**src/rtl/tac_pkg.sv**
```systemverilog
package tac_pkg;

  typedef enum logic [1:0] {
    QUE_ONE  = 2'd0,
    QUE_TWO  = 2'd1,
    QUE_FOUR = 2'd2,
    QUE_OFF  = 2'd3
  } queCode_t;

  typedef struct packed {
    logic     windowMode;
    logic     activeHigh;
    logic     latchOn;
    queCode_t queue;
  } cmpCfg_t;

  localparam int CFG_BITS = $bits(cmpCfg_t);

  typedef struct packed {
    logic sampleStb;
    logic aboveHigh;
    logic belowLow;
    logic queueChanged;
    logic disableNow;
  } cmpStrobes_t;

  localparam logic [1:0] IDX_CONV = 2'd0;
  localparam logic [1:0] IDX_CFG  = 2'd1;
  localparam logic [1:0] IDX_LOW  = 2'd2;
  localparam logic [1:0] IDX_HIGH = 2'd3;

endpackage

```
**src/rtl/tac_regs.sv**
```systemverilog
module tac_regs
  import tac_pkg::*;
#(
  parameter int DATA_W = 16,
  parameter int ADDR_W = 2
) (
  input  logic              clk,
  input  logic              rstN,
  input  logic              wrEn,
  input  logic [ADDR_W-1:0] wrAddr,
  input  logic [DATA_W-1:0] wrData,
  output cmpCfg_t           cfg,
  output logic [DATA_W-1:0] lowThr,
  output logic [DATA_W-1:0] highThr,
  output logic              queueChanged,
  output logic              disableNow
);

  localparam logic [DATA_W-1:0] MOST_NEG = {1'b1, {(DATA_W-1){1'b0}}};
  localparam logic [DATA_W-1:0] MOST_POS = {1'b0, {(DATA_W-1){1'b1}}};
  localparam cmpCfg_t CFG_RESET = '{windowMode: 1'b0, activeHigh: 1'b0,
                                    latchOn: 1'b0, queue: QUE_OFF};

  logic    hitCfg;
  logic    hitLow;
  logic    hitHigh;
  cmpCfg_t newCfg;
  logic    unusedCfgBits;

  assign hitCfg  = wrEn && (wrAddr == ADDR_W'(IDX_CFG));
  assign hitLow  = wrEn && (wrAddr == ADDR_W'(IDX_LOW));
  assign hitHigh = wrEn && (wrAddr == ADDR_W'(IDX_HIGH));
  assign newCfg  = cmpCfg_t'(wrData[CFG_BITS-1:0]);
  assign unusedCfgBits = ^wrData[DATA_W-1:CFG_BITS];

  assign disableNow   = hitCfg && (newCfg.queue == QUE_OFF);
  assign queueChanged = hitCfg && (newCfg.queue != QUE_OFF) &&
                        (newCfg.queue != cfg.queue);

  always_ff @(posedge clk) begin
    if (!rstN) begin
      cfg     <= CFG_RESET;
      lowThr  <= MOST_NEG;
      highThr <= MOST_POS;
    end else begin
      if (hitCfg)  cfg     <= newCfg;
      if (hitLow)  lowThr  <= wrData;
      if (hitHigh) highThr <= wrData;
    end
  end

endmodule

```
**src/rtl/tac_datapath.sv**
```systemverilog
module tac_datapath
  import tac_pkg::*;
#(
  parameter int DATA_W   = 16,
  parameter int RES_BITS = 12
) (
  input  logic              sampleValid,
  input  logic [DATA_W-1:0] sampleData,
  input  logic [DATA_W-1:0] lowThr,
  input  logic [DATA_W-1:0] highThr,
  input  logic              queueChanged,
  input  logic              disableNow,
  input  logic              activeHigh,
  input  logic              alertOn,
  output cmpStrobes_t       stb,
  output logic              alertPin
);

  localparam int PAD_BITS = DATA_W - RES_BITS;

  logic signed [RES_BITS-1:0] resVal;
  logic signed [RES_BITS-1:0] lowVal;
  logic signed [RES_BITS-1:0] highVal;

  assign resVal  = sampleData[DATA_W-1 -: RES_BITS];
  assign lowVal  = lowThr[DATA_W-1 -: RES_BITS];
  assign highVal = highThr[DATA_W-1 -: RES_BITS];

  generate
    if (PAD_BITS > 0) begin : g_pad
      logic unusedPadBits;
      assign unusedPadBits = ^{sampleData[PAD_BITS-1:0], lowThr[PAD_BITS-1:0],
                               highThr[PAD_BITS-1:0]};
    end
  endgenerate

  always_comb begin
    stb.sampleStb    = sampleValid;
    stb.aboveHigh    = resVal > highVal;
    stb.belowLow     = resVal < lowVal;
    stb.queueChanged = queueChanged;
    stb.disableNow   = disableNow;
  end

  assign alertPin = activeHigh ? alertOn : ~alertOn;

endmodule

```
**src/rtl/tac_ctrl.sv**
```systemverilog
module tac_ctrl
  import tac_pkg::*;
#(
  parameter int CNT_W = 3
) (
  input  logic             clk,
  input  logic             rstN,
  input  cmpStrobes_t      stb,
  input  logic             windowMode,
  input  logic             latchOn,
  input  queCode_t         queue,
  input  logic             convRead,
  output logic             alertOn,
  output logic [CNT_W-1:0] hitCount
);

  localparam logic [CNT_W-1:0] NEED_ONE  = CNT_W'(1);
  localparam logic [CNT_W-1:0] NEED_TWO  = CNT_W'(2);
  localparam logic [CNT_W-1:0] NEED_FOUR = CNT_W'(4);
  localparam logic [CNT_W-1:0] CNT_MAX   = NEED_FOUR;

  logic [CNT_W-1:0] need;
  logic [CNT_W-1:0] cntInc;
  logic [CNT_W-1:0] cntNext;
  logic             outOfRange;
  logic             releaseHit;
  logic             trigger;
  logic             alertNext;

  always_comb begin
    case (queue)
      QUE_ONE: need = NEED_ONE;
      QUE_TWO: need = NEED_TWO;
      default: need = NEED_FOUR;
    endcase
    outOfRange = stb.aboveHigh | (windowMode & stb.belowLow);
    releaseHit = windowMode ? !outOfRange : stb.belowLow;
    cntInc     = (hitCount >= CNT_MAX) ? CNT_MAX : hitCount + CNT_W'(1);
    trigger    = stb.sampleStb && outOfRange && (cntInc >= need);

    cntNext   = hitCount;
    alertNext = alertOn;
    if (stb.disableNow || queue == QUE_OFF) begin
      cntNext   = '0;
      alertNext = 1'b0;
    end else begin
      if (stb.queueChanged)   cntNext = '0;
      else if (stb.sampleStb) cntNext = outOfRange ? cntInc : '0;

      if (trigger)                             alertNext = 1'b1;
      else if (latchOn)                        alertNext = convRead ? 1'b0 : alertOn;
      else if (stb.sampleStb && releaseHit)    alertNext = 1'b0;
    end
  end

  always_ff @(posedge clk) begin
    if (!rstN) begin
      hitCount <= '0;
      alertOn  <= 1'b0;
    end else begin
      hitCount <= cntNext;
      alertOn  <= alertNext;
    end
  end

endmodule

```
**src/rtl/thresh_alert_top.sv**
```systemverilog
module thresh_alert_top
  import tac_pkg::*;
#(
  parameter int DATA_W   = 16,
  parameter int ADDR_W   = 2,
  parameter int RES_BITS = 12,
  parameter int CNT_W    = 3
) (
  input  logic              clk,
  input  logic              rstN,
  input  logic              wrEn,
  input  logic [ADDR_W-1:0] wrAddr,
  input  logic [DATA_W-1:0] wrData,
  input  logic              sampleValid,
  input  logic [DATA_W-1:0] sampleData,
  input  logic              convRead,
  output logic              alertPin
);

  cmpCfg_t          cfg;
  cmpStrobes_t      stb;
  logic [DATA_W-1:0] lowThr;
  logic [DATA_W-1:0] highThr;
  logic             queueChanged;
  logic             disableNow;
  logic             alertOn;
  logic [CNT_W-1:0] hitCount;

  tac_regs #(.DATA_W(DATA_W), .ADDR_W(ADDR_W)) u_regs (
    .clk(clk), .rstN(rstN), .wrEn(wrEn), .wrAddr(wrAddr), .wrData(wrData),
    .cfg(cfg), .lowThr(lowThr), .highThr(highThr),
    .queueChanged(queueChanged), .disableNow(disableNow)
  );

  tac_datapath #(.DATA_W(DATA_W), .RES_BITS(RES_BITS)) u_dp (
    .sampleValid(sampleValid), .sampleData(sampleData),
    .lowThr(lowThr), .highThr(highThr),
    .queueChanged(queueChanged), .disableNow(disableNow),
    .activeHigh(cfg.activeHigh), .alertOn(alertOn),
    .stb(stb), .alertPin(alertPin)
  );

  tac_ctrl #(.CNT_W(CNT_W)) u_ctrl (
    .clk(clk), .rstN(rstN), .stb(stb),
    .windowMode(cfg.windowMode), .latchOn(cfg.latchOn), .queue(cfg.queue),
    .convRead(convRead), .alertOn(alertOn), .hitCount(hitCount)
  );

endmodule

```
**config.mk**
```make
export PLATFORM = sky130hd
export DESIGN_NAME = thresh_alert_top
export DESIGN_NICKNAME = d
export VERILOG_FILES = /design/src/rtl/tac_pkg.sv /design/src/rtl/tac_regs.sv /design/src/rtl/tac_datapath.sv /design/src/rtl/tac_ctrl.sv /design/src/rtl/thresh_alert_top.sv
export SDC_FILE = /design/constraint.sdc
export NUM_CORES = 1
export LEC_CHECK = 0
export BUFFER_PORTS_ARGS = -buffer_cell sky130_fd_sc_hd__buf_2
export CORE_AREA = 2 2 76 56
export DETAILED_ROUTE_END_ITERATION = 16
export DIE_AREA = 0 0 78 58
export GPL_TIMING_DRIVEN = 0
export PLACE_DENSITY = 0.75
export RECOVER_POWER = 100
export SKIP_CTS_REPAIR_TIMING = 1
export SYNTH_ARGS = -nofsm -noshare
export SYNTH_HDL_FRONTEND = slang
export SYNTH_SLANG_ARGS = --single-unit
export TNS_END_PERCENT = 10
```
**constraint.sdc**
```tcl
create_clock -name clk -period 2.55 [get_ports clk]
set_input_delay 0.255 -clock clk [delete_from_list [all_inputs] [get_ports clk]]
set_output_delay 0.255 -clock clk [all_outputs]
set_load 0.01 [all_outputs]
```
==> key figures <==
Status
  – Status: completed

Routing
  – Overall routed net length: 4570 um
  – Average routed wire per standard cell: ~13 um
  – DRC violations left: 0
  – Detailed-routing iteration count for the pre-antenna-repair pass: 4
  – Vias per cell: 5.16
  – 1st-iter DRT viols: 78
  – Total vias in the final route: around 1.7k
  – Post-route antenna net violation count: 0

STA
  – Setup violation total in the final timing report: 0
  – Number of failing hold endpoints at the final stage: 0
  – Period utilization: 82.8%
  – Final hold slack: roughly 0.21 ns
  – RSZ-0062 raised after global routing: no
  – Clock Skew: 0.00369 ns
  – Slew at the pin with the worst max-slew slack: 0.563 ns
  – Max-slew violation count: 0
  – Headroom to the max-slew limit: 61.9%
  – Maximum operating frequency: 474 MHz
  – Final Critical Period: 2.11 ns
  – Final TNS setup: 0 ns

Cells and area
  – Count of fill cells added during filler insertion: 361
  – Fraction of final layout cells sized beyond drive strength 1: 16.0%
  – Area Growth Syn to Fin: 17.1%
  – Number of antenna diodes: 0
  – Layout Nets: 353

Power
  – Overall power: 1.24 mW
  – Static Leak: ~1.1 nW
  – Pwr Density: between 500 and 600 nW/um2
  – IR Drop Worst-Case VDD: 0.428 mV

Placed design
  – Routability-driven placement congestion ratio: 0.834
  – Sum of net half-perimeters after detailed placement: 3550 um
  – PortBufs: 35

Floorplan
  – Chip Height: 58 um
  – Die footprint: 4520 um2
  – Area of the core region: 3800 um2
  – Width of the die: about 78 um
  – Number of ports placed on the die boundary: 40
  – Starting density of the core: 53.2%
  – Num rows: 19

Logic synthesis
  – Synth Instances: 244
  – Syn Nets: 311
  – Number of distinct library cells after synthesis: 40
  – Synthesized area: 2020 um2
  – Sequential share of the synthesized area: 32.7%
  – Yosys Warn Count: 0
  – Avg Inst Size Synth: 8.29 um2
  – Register bit count reported by yosys: 33

Worst setup path
  – Setup CP Type: reg -> reg
  – Number of logic stages on the critical path including buffering: 8
  – Required time worst endpoint: 2.77 ns
  – Dominant delay contributor by cell family on the critical path: compound AO/OA/AOI/OAI gates
  – Type of element launching the critical path: register
  – Max stage delay on crit path: 0.45 ns
  – Buf+Inv Stages, Crit Path: 1
  – Max stage delay cell, worst path: a2111oi_0
  – Depth of the worst register-to-register path: 8
  – Endpoint arrival time on the critical path: 2.33 ns
  – List of cells traversed by the critical path: inv_1, ha_1, a2111oi_0, o21ai_0, a21oi_1, a22oi_1, or2_0, a31oi_1
  – Element type at the critical path end: register
  – Largest fanout of any net on the critical path: 3

GRT
  – GRT Resource Usage Total: ~23%
  – Initial antenna violation count: 0
  – Largest net degree at the start of global routing: 11
  – Total congestion overflow after global routing: 0
  – Wire length of the first global-routing pass: approximately 7800 um
  – Number of global-route vias before repair: 1668

CTS
  – CTS tree: built
  – Reg clk slew, reported paths: 0.07 ns
  – Number of buffers on the longest clock path: 2
  – Clock insertion delay at the later pin of the skew report: 0.29 ns
  – Number of buffers created by CTS: 5
  – Count of clock tree sinks: 33
  – Clk root buf: clkbuf_8
  – Number of H-tree levels: 2

Min path
  – Number of cells traversed by the worst hold path: 3
  – Hold WC Path Type: in -> reg

Flow run
  – MaxCap Viol Count: 0
## placed cells by master, fill, tap and decap left out, types with 2 or more instances in the layout
| cell | instances |
|---|---|
| ha_1 | 28 |
| mux2i_1 | 4 |
| clkbuf_8 | 6 |
| and3_1 | 3 |
| nor2_1 | 6 |
| o211ai_1 | 13 |
| nand3_1 | 7 |
| clkbuf_1 | 12 |
| nor2b_1 | 5 |
| nand2_1 | 44 |
| a21oi_1 | 10 |
| or2_2 | 3 |
| dfxtp_1 | 33 |
| o21ai_0 | 9 |
| a211oi_1 | 2 |
| inv_1 | 30 |
| or3_1 | 2 |
| a21o_1 | 4 |
| buf_2 | 31 |
| a21boi_0 | 13 |
## cells by family after synthesis
group / count (synthesis) / synth area share, %
AOI/OAI and AO/OA: 62 / 21.9
muxes: 4 / 1.98
adders and majority gates: 28 / 17.3
xor gates and xnor gates: 2 / 0.866
buffers and inverters: 37 / 6.86
DFF: 33 / 32.7
and+or+nand+nor: 78 / 18.4
## synthesized netlist by cell type (all sizes together)
cell / instances / share of area, %
a2111oi: 3 / 1.7
a211oi: 2 / 0.99
a21boi: 14 / 5.2
a21o: 4 / 1.5
a21oi: 10 / 2.5
a22oi: 1 / 0.37
a31oi: 2 / 0.93
and3: 3 / 0.93
clkbuf: 7 / 1.3
dfxtp: 33 / 33
ha: 28 / 17
inv: 30 / 5.6
mux2i: 4 / 2.0
nand2: 44 / 8.2
nand2b: 1 / 0.43
nand3: 8 / 2.6
nand3b: 1 / 0.37
nand4: 1 / 0.31
nor2: 6 / 1.1
nor2b: 5 / 1.5
nor3: 2 / 0.74
nor3b: 1 / 0.37
o211ai: 13 / 4.8
o21ai: 9 / 2.2
o2bb2ai: 1 / 0.43
o311ai: 2 / 0.87
o32ai: 1 / 0.43
or2: 4 / 1.2
or3: 2 / 0.62
xnor2: 1 / 0.43
xor2: 1 / 0.43
## stage by stage
step           area (um2)  cells  setup slack [ns]  util [%]
3_5_place_dp         2260    331             0.436      59.5
6_report             2370    339             0.439      62.3
3_3_place_gp         2260    331             0.537      59.5
5_1_grt              2370    339             0.194      62.3
4_1_cts              2380    339             0.427      62.6
2_1_floorplan        2020    244             0.742         -
## worst register-to-register path: cells and delay by family (launching register included)
family / cells / cell delay, ns
flops: 1 / 0.33
simple gates: 1 / 0.25
fa+ha+maj: 1 / 0.30
buf+inv: 1 / 0.05
compound gates: 5 / 1.11
## registers in the layout (all words and copies together) (netlist names)
signal / cells
u_ctrl.alertOn: 1
u_ctrl.hitCount: 3
u_regs.cfg: 5
u_regs.highThr: 12
u_regs.lowThr: 12
## worst paths after layout
path                                       start                 to  slack, ns
worst max register to register  u_regs.lowThr[9]     u_ctrl.alertOn       0.44
worst max-delay path            u_regs.lowThr[9]     u_ctrl.alertOn       0.44
worst min-delay path                   wrData[8]  u_regs.highThr[8]       0.21
worst min register to register  u_regs.lowThr[4]   u_regs.lowThr[4]       0.47
## where the power goes
| part | internal [mW] | switching, mW |
|---|---|---|
| combinational | 0.0783 | 0.103 |
| sequential | 0.534 | 0.00849 |
| clock | 0.319 | 0.196 |
## final cells by class
| cell class | count | area (um2) | area share [%] |
|---|---|---|---|
| multi-input cells | 174 | 1220 | 51.4 |
| clock inverters | 1 | 30.0 | 1.27 |
| repair buffers | 35 | 170 | 7.18 |
| plain buffers | 7 | 26.3 | 1.11 |
| flip-flops and latches | 33 | 661 | 27.9 |
| clock buffers | 7 | 86.3 | 3.64 |
| inverters | 30 | 113 | 4.75 |
| well taps | 52 | 65.1 | 2.75 |
## per-layer routing
metal / track usage (%) / up-vias / routed length, um
met5: 0 / - / 0
met4: 8.27 / 0 / 61
met3: 5.45 / 8 / 211
met2: 33.3 / 39 / 1860
met1: 32.6 / 771 / 2440
li1: - / 930 / -
(Power assumes the default switching activity.)
